`src/rtl/apb_cap_pkg.sv`:
```
package apb_cap_pkg;

  // Bus phase as seen by the observer on a given cycle.
  typedef enum logic [1:0] {
    PH_IDLE   = 2'd0,
    PH_SETUP  = 2'd1,
    PH_ACCESS = 2'd2
  } ap_phase_t;

  // Classify the current cycle from select and enable.
  function automatic ap_phase_t classify(input logic sel, input logic en);
    if (!sel)     return PH_IDLE;
    else if (!en) return PH_SETUP;
    else          return PH_ACCESS;
  endfunction

endpackage

```
`src/rtl/apb_cap_tracker.sv`:
```
module apb_cap_tracker
  import apb_cap_pkg::*;
#(
  parameter int ADDR_W = 16,
  parameter int DATA_W = 32,
  parameter int WAIT_W = 4,
  localparam int STRB_W = DATA_W / 8
) (
  input  logic              clk,
  input  logic              rst,
  input  logic              psel,
  input  logic              penable,
  input  logic              pready,
  input  logic              pwrite,
  input  logic [ADDR_W-1:0] paddr,
  input  logic [DATA_W-1:0] pwdata,
  input  logic [STRB_W-1:0] pstrb,
  input  logic [DATA_W-1:0] prdata,
  input  logic              pslverr,
  output logic              fire,
  output logic              f_write,
  output logic [ADDR_W-1:0] f_addr,
  output logic [DATA_W-1:0] f_data,
  output logic [STRB_W-1:0] f_strb,
  output logic              f_err,
  output logic [WAIT_W-1:0] f_waits
);

  localparam logic [WAIT_W-1:0] WAIT_MAX = {WAIT_W{1'b1}};

  ap_phase_t         phase;
  logic [WAIT_W-1:0] wcnt;

  assign phase = classify(psel, penable);
  assign fire  = (phase == PH_ACCESS) && pready;

  // The stall counter restarts on setup and after completion.
  // During a stall it saturates at its top value.
  always_ff @(posedge clk) begin
    if (rst) begin
      wcnt <= '0;
    end else if (phase == PH_ACCESS && !pready) begin
      if (wcnt != WAIT_MAX) wcnt <= wcnt + 1'b1;
    end else begin
      wcnt <= '0;
    end
  end

  // Record fields, valid only when fire is high.
  always_comb begin
    f_write = pwrite;
    f_addr  = paddr;
    f_err   = pslverr;
    f_waits = wcnt;
    if (pwrite) begin
      f_data = pwdata;
      f_strb = pstrb;
    end else begin
      f_data = prdata;
      f_strb = '0;
    end
  end


  wait_clear_chk: assert property (@(posedge clk) disable iff (rst)
    (psel && !penable) |=> (wcnt == '0));


  wait_sat_chk: assert property (@(posedge clk) disable iff (rst)
    (psel && penable && !pready && wcnt == WAIT_MAX) |=> (wcnt == WAIT_MAX));

endmodule

```
`src/rtl/apb_cap_fifo.sv`:
```
module apb_cap_fifo #(
  parameter int WIDTH = 58,
  parameter int DEPTH = 4,
  localparam int PTR_W = (DEPTH > 1) ? $clog2(DEPTH) : 1,
  localparam int CNT_W = $clog2(DEPTH + 1)
) (
  input  logic             clk,
  input  logic             rst,
  input  logic             wr_req,
  input  logic [WIDTH-1:0] wr_data,
  output logic             full,
  output logic             rd_valid,
  input  logic             rd_ready,
  output logic [WIDTH-1:0] rd_data
);

  localparam logic [CNT_W-1:0] CNT_FULL = CNT_W'(DEPTH);
  localparam logic [PTR_W-1:0] PTR_LAST = PTR_W'(DEPTH - 1);

  logic [WIDTH-1:0] mem [DEPTH];
  logic [PTR_W-1:0] wptr, rptr;
  logic [CNT_W-1:0] count;
  logic             wr_en, rd_en;

  assign full     = (count == CNT_FULL);
  assign rd_valid = (count != '0);
  assign wr_en    = wr_req && !full;
  assign rd_en    = rd_valid && rd_ready;
  assign rd_data  = mem[rptr];

  // Storage without reset so that a RAM can be inferred.
  always_ff @(posedge clk) begin
    if (wr_en) mem[wptr] <= wr_data;
  end

  always_ff @(posedge clk) begin
    if (rst) begin
      wptr  <= '0;
      rptr  <= '0;
      count <= '0;
    end else begin
      if (wr_en) wptr <= (wptr == PTR_LAST) ? '0 : wptr + 1'b1;
      if (rd_en) rptr <= (rptr == PTR_LAST) ? '0 : rptr + 1'b1;
      case ({wr_en, rd_en})
        2'b10:   count <= count + 1'b1;
        2'b01:   count <= count - 1'b1;
        default: count <= count;
      endcase
    end
  end


  no_overflow_chk: assert property (@(posedge clk) disable iff (rst)
    (wr_req && full && !rd_ready) |=> (count == $past(count)));


  pop_count_chk: assert property (@(posedge clk) disable iff (rst)
    (rd_valid && rd_ready && !wr_req) |=> (count == $past(count) - CNT_W'(1)));

endmodule

```
`src/rtl/apb_xfer_capture.sv`:
```
module apb_xfer_capture #(
  parameter int ADDR_W = 16,
  parameter int DATA_W = 32,
  parameter int WAIT_W = 4,
  parameter int DEPTH  = 4,
  localparam int STRB_W = DATA_W / 8,
  localparam int REC_W  = 1 + ADDR_W + DATA_W + STRB_W + 1 + WAIT_W
) (
  input  logic              clk,
  input  logic              rst,
  input  logic              psel,
  input  logic              penable,
  input  logic              pready,
  input  logic              pwrite,
  input  logic [ADDR_W-1:0] paddr,
  input  logic [DATA_W-1:0] pwdata,
  input  logic [STRB_W-1:0] pstrb,
  input  logic [DATA_W-1:0] prdata,
  input  logic              pslverr,
  input  logic              rec_ready,
  output logic              rec_valid,
  output logic              rec_write,
  output logic [ADDR_W-1:0] rec_addr,
  output logic [DATA_W-1:0] rec_data,
  output logic [STRB_W-1:0] rec_strb,
  output logic              rec_err,
  output logic [WAIT_W-1:0] rec_waits,
  output logic              overflow
);

  logic              fire, full;
  logic              f_write, f_err;
  logic [ADDR_W-1:0] f_addr;
  logic [DATA_W-1:0] f_data;
  logic [STRB_W-1:0] f_strb;
  logic [WAIT_W-1:0] f_waits;
  logic [REC_W-1:0]  rec_in, rec_out;

  apb_cap_tracker #(
    .ADDR_W(ADDR_W), .DATA_W(DATA_W), .WAIT_W(WAIT_W)
  ) u_track (
    .clk(clk), .rst(rst),
    .psel(psel), .penable(penable), .pready(pready), .pwrite(pwrite),
    .paddr(paddr), .pwdata(pwdata), .pstrb(pstrb), .prdata(prdata),
    .pslverr(pslverr),
    .fire(fire), .f_write(f_write), .f_addr(f_addr), .f_data(f_data),
    .f_strb(f_strb), .f_err(f_err), .f_waits(f_waits)
  );

  assign rec_in = {f_write, f_addr, f_data, f_strb, f_err, f_waits};

  apb_cap_fifo #(
    .WIDTH(REC_W), .DEPTH(DEPTH)
  ) u_fifo (
    .clk(clk), .rst(rst),
    .wr_req(fire), .wr_data(rec_in), .full(full),
    .rd_valid(rec_valid), .rd_ready(rec_ready), .rd_data(rec_out)
  );

  assign {rec_write, rec_addr, rec_data, rec_strb, rec_err, rec_waits} = rec_out;

  // Sticky flag for a record discarded against a full queue.
  always_ff @(posedge clk) begin
    if (rst)              overflow <= 1'b0;
    else if (fire && full) overflow <= 1'b1;
  end


  ovf_sticky_chk: assert property (@(posedge clk) disable iff (rst)
    overflow |=> overflow);


  reset_clear_chk: assert property (@(posedge clk)
    rst |=> (!rec_valid && !overflow));

endmodule

```
`config.mk`:
```
export PLATFORM = sky130hd
export DESIGN_NAME = apb_xfer_capture
export DESIGN_NICKNAME = d
export VERILOG_FILES = /design/src/rtl/apb_cap_pkg.sv /design/src/rtl/apb_cap_tracker.sv /design/src/rtl/apb_cap_fifo.sv /design/src/rtl/apb_xfer_capture.sv
export SDC_FILE = /design/constraint.sdc
export NUM_CORES = 1
export LEC_CHECK = 0
export BUFFER_PORTS_ARGS = -buffer_cell sky130_fd_sc_hd__buf_2
export CAP_MARGIN = 20
export CORE_MARGIN = 2
export CORE_UTILIZATION = 50
export CTS_CLUSTER_SIZE = 24
export DETAILED_ROUTE_END_ITERATION = 8
export GPL_TIMING_DRIVEN = 0
export PLACE_DENSITY = 0.81
export SYNTH_ARGS = -nofsm -noshare
export SYNTH_HDL_FRONTEND = slang
export SYNTH_SLANG_ARGS = --single-unit
```
`constraint.sdc`:
```
create_clock -name clk -period 2.4 [get_ports clk]
set_input_delay 0.24 -clock clk [delete_from_list [all_inputs] [get_ports clk]]
set_output_delay 0.24 -clock clk [all_outputs]
set_load 0.05 [all_outputs]
```
## After elaboration in Yosys (flattened, before gate mapping)

Memory sizes are Yosys's and may differ from the RTL's. A register that Yosys moved wholly into a read port is not among the register bits.
Cells that the tools add are included.

| storage, ports and cells | value |
|---|---|
| logic and storage cells | 40 |
| bits in writable memories | 232 |
| register bits | 12 |
| memories kept | 1 |
| input bits | 92 |

Memories:

| name | depth | width | rd ports | clocked after Yosys merged registers in | wr ports | RTL line | RTL |
|---|---|---|---|---|---|---|---|
| u_fifo.mem | 4 | 58 | 1 | 1 | 1 | apb_cap_fifo.sv:20 | `logic [WIDTH-1:0] mem [DEPTH];` |

| operators by class | value |
|---|---|
| bitwise gates (word level) | 1 |
| add/subtract/negate cells | 5 |
| reduce and logical (&&, ||, !) cells | 10 |
| equality and inequality tests | 7 |
| multiplexer cells | 11 |

Operator list:

| cell | count |
|---|---|
| 2-to-1 mux 32 bit | 1 |
| 2-to-1 mux 2 bit | 6 |
| == test 2 bit, second input constant | 4 |
| one-hot mux 3 bit (2 select lines) | 1 |
| logical AND 1 bit | 5 |
| adder 2 x 1 -> 2 bit, second input constant | 2 |
| adder 4 x 1 -> 4 bit, second input constant | 1 |
| 2-to-1 mux 4 bit | 1 |
| inequality test 4 bit, second input constant | 1 |
| adder 3 x 1 -> 3 bit, second input constant | 1 |
| == test 3 bit, second input constant | 1 |
| nonzero test 3 bit | 1 |
| subtractor 3 x 1 -> 3 bit, second input constant | 1 |
| == test 2 x 1 -> 1 bit, second input constant | 1 |
| logical NOT 1 bit | 2 |
| 2-to-1 mux 1 bit | 2 |
| nonzero test 2 bit | 1 |
| OR reduction 2 bit | 1 |
| inverter 1 bit | 1 |

## Depth between registers and ports, before layout

Gate-level depths: netlist of run 1.

| logic depth | value |
|---|---|
| depth after elaboration | 7 |
| gate-level depth with buffers | 10 |
| depth with buffers taken out | 9 |

## By module

A second synthesis of run 1 with hierarchy kept.

| second synthesis, totals | value |
|---|---|
| cell total of the unflattened synthesis | 439 |
| area, all modules | 9779.4 µm² |

Modules (own cells, without submodules):

| module | cells each | area each (µm²) | times used | sequential area each (µm²) |
|---|---|---|---|---|
| apb_cap_fifo | 357 | 8891.0 | 1 | 7146.9 |
| apb_cap_tracker | 79 | 859.6 | 1 | 80.1 |
| apb_xfer_capture | 3 | 28.8 | 1 | 20.0 |

## Worst setup path after synthesis of run 1

OpenSTA, ideal clock, no wires.

| timing | value |
|---|---|
| kind | reg-to-reg |
| start | register u_fifo.count[2] |
| end | register u_fifo.count[2] |
| period minus slack after synthesis | 2.397 ns |
| path slack | 0.003 ns |
| cell stages (with the launch flop) | 11 |
| buffers on the path | 1 |
| data arrival time | 2.326 ns |
| path through | dfxtp_1 > or3b_1 > clkbuf_2 > and2_4 > inv_1 > ha_1 > inv_1 > fa_1 > xor2_1 > or3_2 > a21oi_1 |

| between the ends | value |
|---|---|
| longest elaborated chain between the ends | 5 |
| elaborated cells on any way between the ends | 11 |
| classes of those cells | add/sub: 2; eq/ne: 3; mux: 1; reduce/logical: 5 |

RTL lines:

| what | RTL line | RTL |
|---|---|---|
| start, declared | apb_cap_fifo.sv:22 | `logic [CNT_W-1:0] count;` |
| start signal, assigned | apb_cap_fifo.sv:45 | `2'b10: count <= count + 1'b1;` |
| start signal, assigned | apb_cap_fifo.sv:46 | `2'b01: count <= count - 1'b1;` |
| start signal, assigned | apb_cap_fifo.sv:47 | `default: count <= count;` |
| == test 3 bit | apb_cap_fifo.sv:25 | `assign full = (count == CNT_FULL);` |
| logical NOT 1 bit | apb_cap_fifo.sv:27 | `assign wr_en = wr_req && !full;` |
| logical AND 1 bit | apb_cap_fifo.sv:27 |  |
| == test 2 x 1 -> 1 bit / == test 2 bit (equally long branches) | apb_cap_fifo.sv:44 | `case ({wr_en, rd_en})` |
| one-hot mux 3 bit (2 select lines) / nonzero test 2 bit (equally long branches) | - |  |

Several ways; a longest one is shown, not always the timed one.
A chain may end at the register's enable or synchronous reset.

## Worst setup path after layout of run 1

Same ends and word-level chain as after synthesis.

==> metrics.txt, run 1 <==
post-route clock skew=0.0130 ns; layout overhead on the synthesized area=22.4%; number of buffers and inverters on the critical path=2; post-route minimum period=2.35 ns; TritonCTS clock tree=yes; portion of the clock cycle consumed by the worst path in the final layout=0.977; cell area after technology mapping=9490 µm²; RSZ-0062 raised after global routing=yes; worst-case clock buffer depth=3; gate count after technology mapping=421; startpoint type of the worst setup path=flip-flop; power density cells=921 nW/µm²; maximum vdd ir drop=0.490 mV; pin count of the biggest net entering global routing=35; CP Cell Sequence=or3b_4 -> and2_4 -> inv_2 -> ha_4 -> inv_1 -> fa_2 -> xor2_1 -> or3_2 -> a21oi_2; Synth Register Bits=246; critical path required time=2.83 ns; final layout net count=720; reg-to-reg critical path startpoint=u_fifo.count[2]$_SDFFE_PP0P_; Net Count, Synth=521; effective utilization at floorplan=0.509; kind of cell adding the most delay to the critical path=simple AND/OR/NAND/NOR gates; HP Start=prdata[1]; post-route ant nets=0; total of max-cap violations=0; most used flip-flop cell after synthesis=sky130_fd_sc_hd__edfxtp_1; hold path depth=2; number of iterations in the first detailed-routing pass=4; core area=18600 µm²; Via-to-Cell Ratio=5.47; # setup viols final=0; post-synthesis area per instance=22.5 µm²; maximum fanout along the worst path=6; final cell utilization of the core=0.623; setup slack, reg-to-reg=0.05 ns; Worst R2R Path Depth=9; number of hold violations in the final report=0; total clock sinks=246; share of final-layout standard cells stronger than drive strength 1=0.489; leading cell types in the layout, fill and taps excluded=sky130_fd_sc_hd__edfxtp_1 (232), sky130_fd_sc_hd__buf_2 (157), sky130_fd_sc_hd__mux4_2 (58); clock-pin slew on the worst setup and hold paths=0.06 ns; Highest Clock Rate=0.426 GHz; status=finished, final reports clean; Overall Power=10.7 mW; Critical Path AT=2.77 ns; total DRC errors in the routed layout=0; area enclosed by the die boundary=20100 µm²; type of the setup path with the least slack=flip-flop to flip-flop; average wire per standard cell=20.6 µm; total CTS buffers=25; count of port buffers added during placement=150; ANT cells=0; total congestion overflow=0; row count=50; sequential share of the synthesized area=0.764; GRT Overall Usage=0.178; class of the most critical hold timing path=input pin to flip-flop; share of synthesized flip-flops with an asynchronous set or reset=0; final weighted congestion of routability-driven global placement=0.729; Tightest Pin Transition=0.525 ns; endpoint of the worst hold path=u_fifo.mem[0][10]$_DFFE_PP_; Max-slew headroom=0.650; total I/O pin count=152; Final Max Slew Viols=0; detailed router's first-iteration violation count=210; Worst setup EP type=flip-flop; number of antenna violations at the first check in global routing=0; Worst-Skew Late Latency=0.51 ns; total routed wirelength=18.0 mm; end of the worst register-to-register path=u_fifo.count[2]$_SDFFE_PP0P_; dpl hpwl=11.4 mm; number of distinct standard cells referenced by the synthesized netlist=36; leakage power figure=4.00 nW; maximum level of the CTS H-tree=1; count of flip-flops with a built-in enable after synthesis=232; Die H=142 µm; leading cell type in the layout, fill and taps excluded=sky130_fd_sc_hd__edfxtp_1; cell chosen for the clock root=sky130_fd_sc_hd__clkbuf_16; slowest cell on the critical path=sky130_fd_sc_hd__or3_2; via count=4766; global-route wire length before repair=27.5 mm; number of warnings issued by yosys=0; via count of the first global-routing pass=5093; horizontal die dimension=142 µm; delay contributed by the slowest stage of the critical path=0.43 ns
what timing repair did:
action                                 4_1_cts  5_1_grt
pin swaps                                    1        0
resized for setup                            9        9
endpoints found under the hold margin       72        0
setup endpoints to repair                   41       20
hold buffers                                18        0
buffers inserted                             1        0
report_power, final:
part / switching, mW / internal [mW]
Sequential: 0.0431 / 4.79
Combinational: 1.49 / 0.860
Clock: 1.49 / 2.01
worst reg2reg max path, cell delays in order, from the launching register on:
cell	delay, ns
sky130_fd_sc_hd__dfxtp_4	0.36
sky130_fd_sc_hd__or3b_4	0.39
sky130_fd_sc_hd__and2_4	0.15
sky130_fd_sc_hd__inv_2	0.07
sky130_fd_sc_hd__ha_4	0.13
sky130_fd_sc_hd__inv_1	0.06
sky130_fd_sc_hd__fa_2	0.38
sky130_fd_sc_hd__xor2_1	0.16
sky130_fd_sc_hd__or3_2	0.43
sky130_fd_sc_hd__a21oi_2	0.14
state kept, by name, summed over array words and instances (netlist names), named ones only:
| signal | count |
|---|---|
| overflow | 1 |
| u_fifo.count | 3 |
| u_fifo.mem | 232 |
| u_fifo.rptr | 2 |
| u_fifo.wptr | 2 |
| u_track.f_waits | 4 |
routing by layer:
layer	GRT usage	wire, µm	up-vias
met5	0	0	-
met4	0.0532	335	0
met3	0.0287	844	29
met2	0.315	9540	145
met1	0.230	7260	2445
li1	-	-	2147
final cells by class:
type	count	area, µm²
Multi-Input combinational cell	148	2120
Tap cell	234	293
Sequential cell	246	7250
Clock buffer	35	693
Buffer	19	154
Inverter	7	26.3
Timing Repair Buffer	173	1020
Clock inverter	10	56.3
Fill cell	1316	7030
cells in the mapped netlist, types with 2 or more instances:
cell type,count,share of area
sky130_fd_sc_hd__nand3_1,5,0.0026
sky130_fd_sc_hd__buf_2,7,0.0037
sky130_fd_sc_hd__mux4_2,58,0.14
sky130_fd_sc_hd__nor2_1,11,0.0044
sky130_fd_sc_hd__ha_1,7,0.0092
sky130_fd_sc_hd__buf_6,2,0.0024
sky130_fd_sc_hd__and3_2,4,0.0032
sky130_fd_sc_hd__dfxtp_1,14,0.030
sky130_fd_sc_hd__mux2_2,32,0.038
sky130_fd_sc_hd__or3_2,2,0.0016
sky130_fd_sc_hd__and2_1,4,0.0026
sky130_fd_sc_hd__buf_4,3,0.0024
sky130_fd_sc_hd__clkbuf_1,2,0.00079
sky130_fd_sc_hd__nor3_1,2,0.0011
sky130_fd_sc_hd__edfxtp_1,232,0.73
sky130_fd_sc_hd__buf_1,3,0.0012
sky130_fd_sc_hd__inv_1,7,0.0028
sky130_fd_sc_hd__buf_8,2,0.0032
sky130_fd_sc_hd__mux2i_1,2,0.0021
sky130_fd_sc_hd__nand2_1,2,0.00079
sky130_fd_sc_hd__xor2_1,2,0.0018
sky130_fd_sc_hd__a21oi_1,4,0.0021
cells by family after synthesis:
kind of cell | after synthesis | share of synthesized area
xor+xnor | 3 | 0.00277
flops | 246 | 0.764
simple gates | 34 | 0.0194
mux | 92 | 0.178
fa+ha+maj | 8 | 0.0113
compound gates | 11 | 0.00791
buf+inv | 27 | 0.0169
through the flow:
stage / std cells / worst slack, ns / setup TNS (ns) / cell area [µm²] / hold slack, ns
after global routing: 872 / -0.0172 / -0.0172 / 11600 / 0.0722
after global placement: 805 / -0.155 / -34.29 / 10500 / 0.450
after floorplan: 421 / 0.00287 / 0 / 9490 / 0.339
final: 872 / 0.0543 / 0 / 11600 / 0.0824
after detailed placement: 809 / -0.211 / -0.211 / 10600 / 0.459
after CTS: 872 / -0.0256 / -0.0256 / 11600 / 0.0599
worst max-delay path by stage:
stage | end | cells after the start | startpoint | slack [ns]
2_1_floorplan | u_fifo.count[2]$_SDFFE_PP0P_ | 10 | u_fifo.count[2]$_SDFFE_PP0P_ | 0.003
3_3_place_gp | u_fifo.mem[1][29]$_DFFE_PP_ | 4 | pready | -0.16
3_5_place_dp | u_fifo.count[2]$_SDFFE_PP0P_ | 10 | u_fifo.count[2]$_SDFFE_PP0P_ | -0.21
4_1_cts | u_fifo.count[2]$_SDFFE_PP0P_ | 9 | u_fifo.count[2]$_SDFFE_PP0P_ | -0.03
5_1_grt | u_fifo.count[2]$_SDFFE_PP0P_ | 9 | u_fifo.count[0]$_SDFFE_PP0P_ | -0.02
6_report | u_fifo.count[2]$_SDFFE_PP0P_ | 9 | u_fifo.count[2]$_SDFFE_PP0P_ | 0.05
Note: power is estimated with default switching activity, not from simulation.
==> run 2, diff against run 1 <==
Settings changed: GPL_TIMING_DRIVEN 0 to unset.
==> metrics.txt, run 2 (synthesis gave the netlist of run 1 again) <==
number of standard cells in the final layout excluding fillers=858 (was 872); final layout net count=706 (was 720); Via-to-Cell Ratio=5.48 (was 5.47); ANT cells=0 (unchanged); share of power burned in the clock network=0.330 (was 0.328); maximum fanout along the worst path=2 (was 6); detailed router's first-iteration violation count=202 (was 210); critical path required time=2.84 ns (was 2.83 ns); Critical Path AT=2.70 ns (was 2.77 ns); horizontal die dimension=142 µm (unchanged); average wire per standard cell=20.4 µm (was 20.6 µm); Highest Clock Rate=0.442 GHz (was 0.426 GHz); count of port buffers added during placement=151 (was 150); power density cells=929 nW/µm² (was 921 nW/µm²); startpoint type of the worst setup path=flip-flop (unchanged); Worst-Skew Late Latency=0.52 ns (was 0.51 ns); # setup viols final=0 (unchanged); worst-case clock buffer depth=3 (unchanged); clock-pin slew on the worst setup and hold paths=0.06 ns (about the same); dpl hpwl=9.82 mm (was 11.4 mm); Post-CTS Setup Bufs=0 (was 1); via count=4698 (was 4766); global-route wire length before repair=26.5 mm (was 27.5 mm); leading cell types in the layout, fill and taps excluded=sky130_fd_sc_hd__edfxtp_1 (232), sky130_fd_sc_hd__buf_2 (151), sky130_fd_sc_hd__mux4_2 (58) (was sky130_fd_sc_hd__edfxtp_1 (232), sky130_fd_sc_hd__buf_2 (157), sky130_fd_sc_hd__mux4_2 (58)); Largest Register=u_fifo.mem (unchanged); TritonCTS clock tree=yes (unchanged); final weighted congestion of routability-driven global placement=0.772 (was 0.729); post-placement setup slack=0.0467 ns (was -0.211 ns); total I/O pin count=152 (unchanged); share of final-layout standard cells stronger than drive strength 1=0.481 (was 0.489); number of antenna violations at the first check in global routing=0 (unchanged); total congestion overflow=0 (unchanged); total clock sinks=246 (unchanged); net switching component of the power=3.03 mW (about the same); core area=18600 µm² (unchanged); Tightest Pin Transition=0.953 ns (was 0.525 ns); Internal Power=7.64 mW (was 7.66 mW); number of iterations in the first detailed-routing pass=6 (was 4); leakage power figure=3.94 nW (was 4.00 nW); final-layout setup total negative slack=0 ns (unchanged); RSZ-0062 raised after global routing=no (was yes); type of the setup path with the least slack=flip-flop to flip-flop (unchanged); Hold Slack=0.0280 ns (was 0.0824 ns); Max-slew headroom=0.365 (was 0.650); final worst setup slack=0.138 ns (was 0.0543 ns); leading cell type in the layout, fill and taps excluded=sky130_fd_sc_hd__edfxtp_1 (unchanged); Overall Power=10.7 mW (about the same); maximum level of the CTS H-tree=1 (unchanged); number of instances in the placed design=795 (was 809); switching share of power=0.284 (was 0.283); proportion of power drawn by flip-flops and latches=0.453 (was 0.452); Worst setup EP type=flip-flop (unchanged); total routed wirelength=17.5 mm (was 18.0 mm); post-route ant nets=0 (unchanged); portion of the clock cycle consumed by the worst path in the final layout=0.942 (was 0.977); cell chosen for the clock root=sky130_fd_sc_hd__clkbuf_16 (unchanged); Gate power share=0.217 (was 0.220); layout overhead on the synthesized area=21.1% (was 22.4%); maximum vdd ir drop=0.605 mV (was 0.490 mV); number of hold violations in the final report=0 (unchanged); effective utilization at floorplan=0.509 (unchanged); flip-flop count of the largest register, all copies and words added=232 (unchanged); GRT Overall Usage=0.171 (was 0.178); row count=50 (unchanged); Die H=142 µm (unchanged); total of max-cap violations=0 (unchanged); post-route minimum period=2.26 ns (was 2.35 ns); area enclosed by the die boundary=20100 µm² (unchanged); Final Max Slew Viols=0 (unchanged); status=finished, final reports clean (unchanged); total DRC errors in the routed layout=0 (unchanged); pin count of the biggest net entering global routing=59 (was 35); class of the most critical hold timing path=input pin to flip-flop (unchanged); post-route clock skew=0.0118 ns (was 0.0130 ns); via count of the first global-routing pass=5161 (was 5093); total CTS buffers=25 (unchanged)
run 2: cell count changes in the layout (fill, tap and decap cells not counted), moves of 2 or more:
cell / before / now
sky130_fd_sc_hd__clkinv_2: 4 / 6
sky130_fd_sc_hd__clkbuf_1: 9 / 3
sky130_fd_sc_hd__clkbuf_8: 3 / 0
sky130_fd_sc_hd__clkinv_1: 3 / 7
sky130_fd_sc_hd__buf_12: 6 / 2
sky130_fd_sc_hd__buf_2: 157 / 151
run 2: critical path, cell delays in order (launching register included):
cell	delay [ns]
sky130_fd_sc_hd__dfxtp_2	0.33
sky130_fd_sc_hd__or3b_4	0.37
sky130_fd_sc_hd__and2_4	0.15
sky130_fd_sc_hd__inv_1	0.05
sky130_fd_sc_hd__ha_2	0.18
sky130_fd_sc_hd__inv_1	0.06
sky130_fd_sc_hd__fa_1	0.42
sky130_fd_sc_hd__xor2_1	0.16
sky130_fd_sc_hd__or3_4	0.33
sky130_fd_sc_hd__a21oi_2	0.13
run 2: power groups by stage:
stage          clock [mW]  sequential, mW  combinational [mW]
2_1_floorplan           0            4.91                1.81
3_3_place_gp            0            4.91                2.23
3_5_place_dp            0            4.91                2.27
4_1_cts              3.61            4.83                2.30
5_1_grt              3.77            4.84                2.46
6_report             3.52            4.84                2.32
run 2: routing by layer:
layer	global-route usage	vias up	wire length (µm)
met1	0.210	2396	6910
met4	0.0537	0	405
met2	0.308	147	9250
met5	0	-	0
met3	0.0314	37	976
li1	-	2118	-
run 2: per-stage QoR:
stage,utilization,cell area [µm²]
finish,0.616,11500
global route,0.616,11500
CTS,0.614,11500
detailed placement,0.565,10500
global placement,0.565,10500
floorplan,-,9490
run 2: worst paths after layout:
check                          startpoint                           end  slack, ns  cells past startpoint
max          u_fifo.count[2]$_SDFFE_PP0P_  u_fifo.count[2]$_SDFFE_PP0P_       0.14                      9
min                                   rst  u_fifo.count[2]$_SDFFE_PP0P_       0.03                      2
max reg2reg  u_fifo.count[2]$_SDFFE_PP0P_  u_fifo.count[2]$_SDFFE_PP0P_       0.14                      9
min reg2reg         overflow$_SDFFE_PP0P_         overflow$_SDFFE_PP0P_       0.48                      2
run 2: layout make-up:
| class | count | area (µm²) |
|---|---|---|
| clock buffer | 28 | 637 |
| clock inverter | 17 | 113 |
| fill | 1304 | 7150 |
| inverter | 7 | 26.3 |
| multi-input combinational | 148 | 2110 |
| sequential | 246 | 7250 |
| tap | 234 | 293 |
| timing repair buffer | 178 | 1060 |
run 2: repair_timing:
| item | 4_1_cts | 5_1_grt |
|---|---|---|
| endpoints found under the hold margin | 68 | 0 |
| endpoints found under the setup margin | 1 | 32 |
| hold buffers | 17 | 0 |
| gates cloned | 0 | 1 |
| gates resized for setup | 1 | 5 |
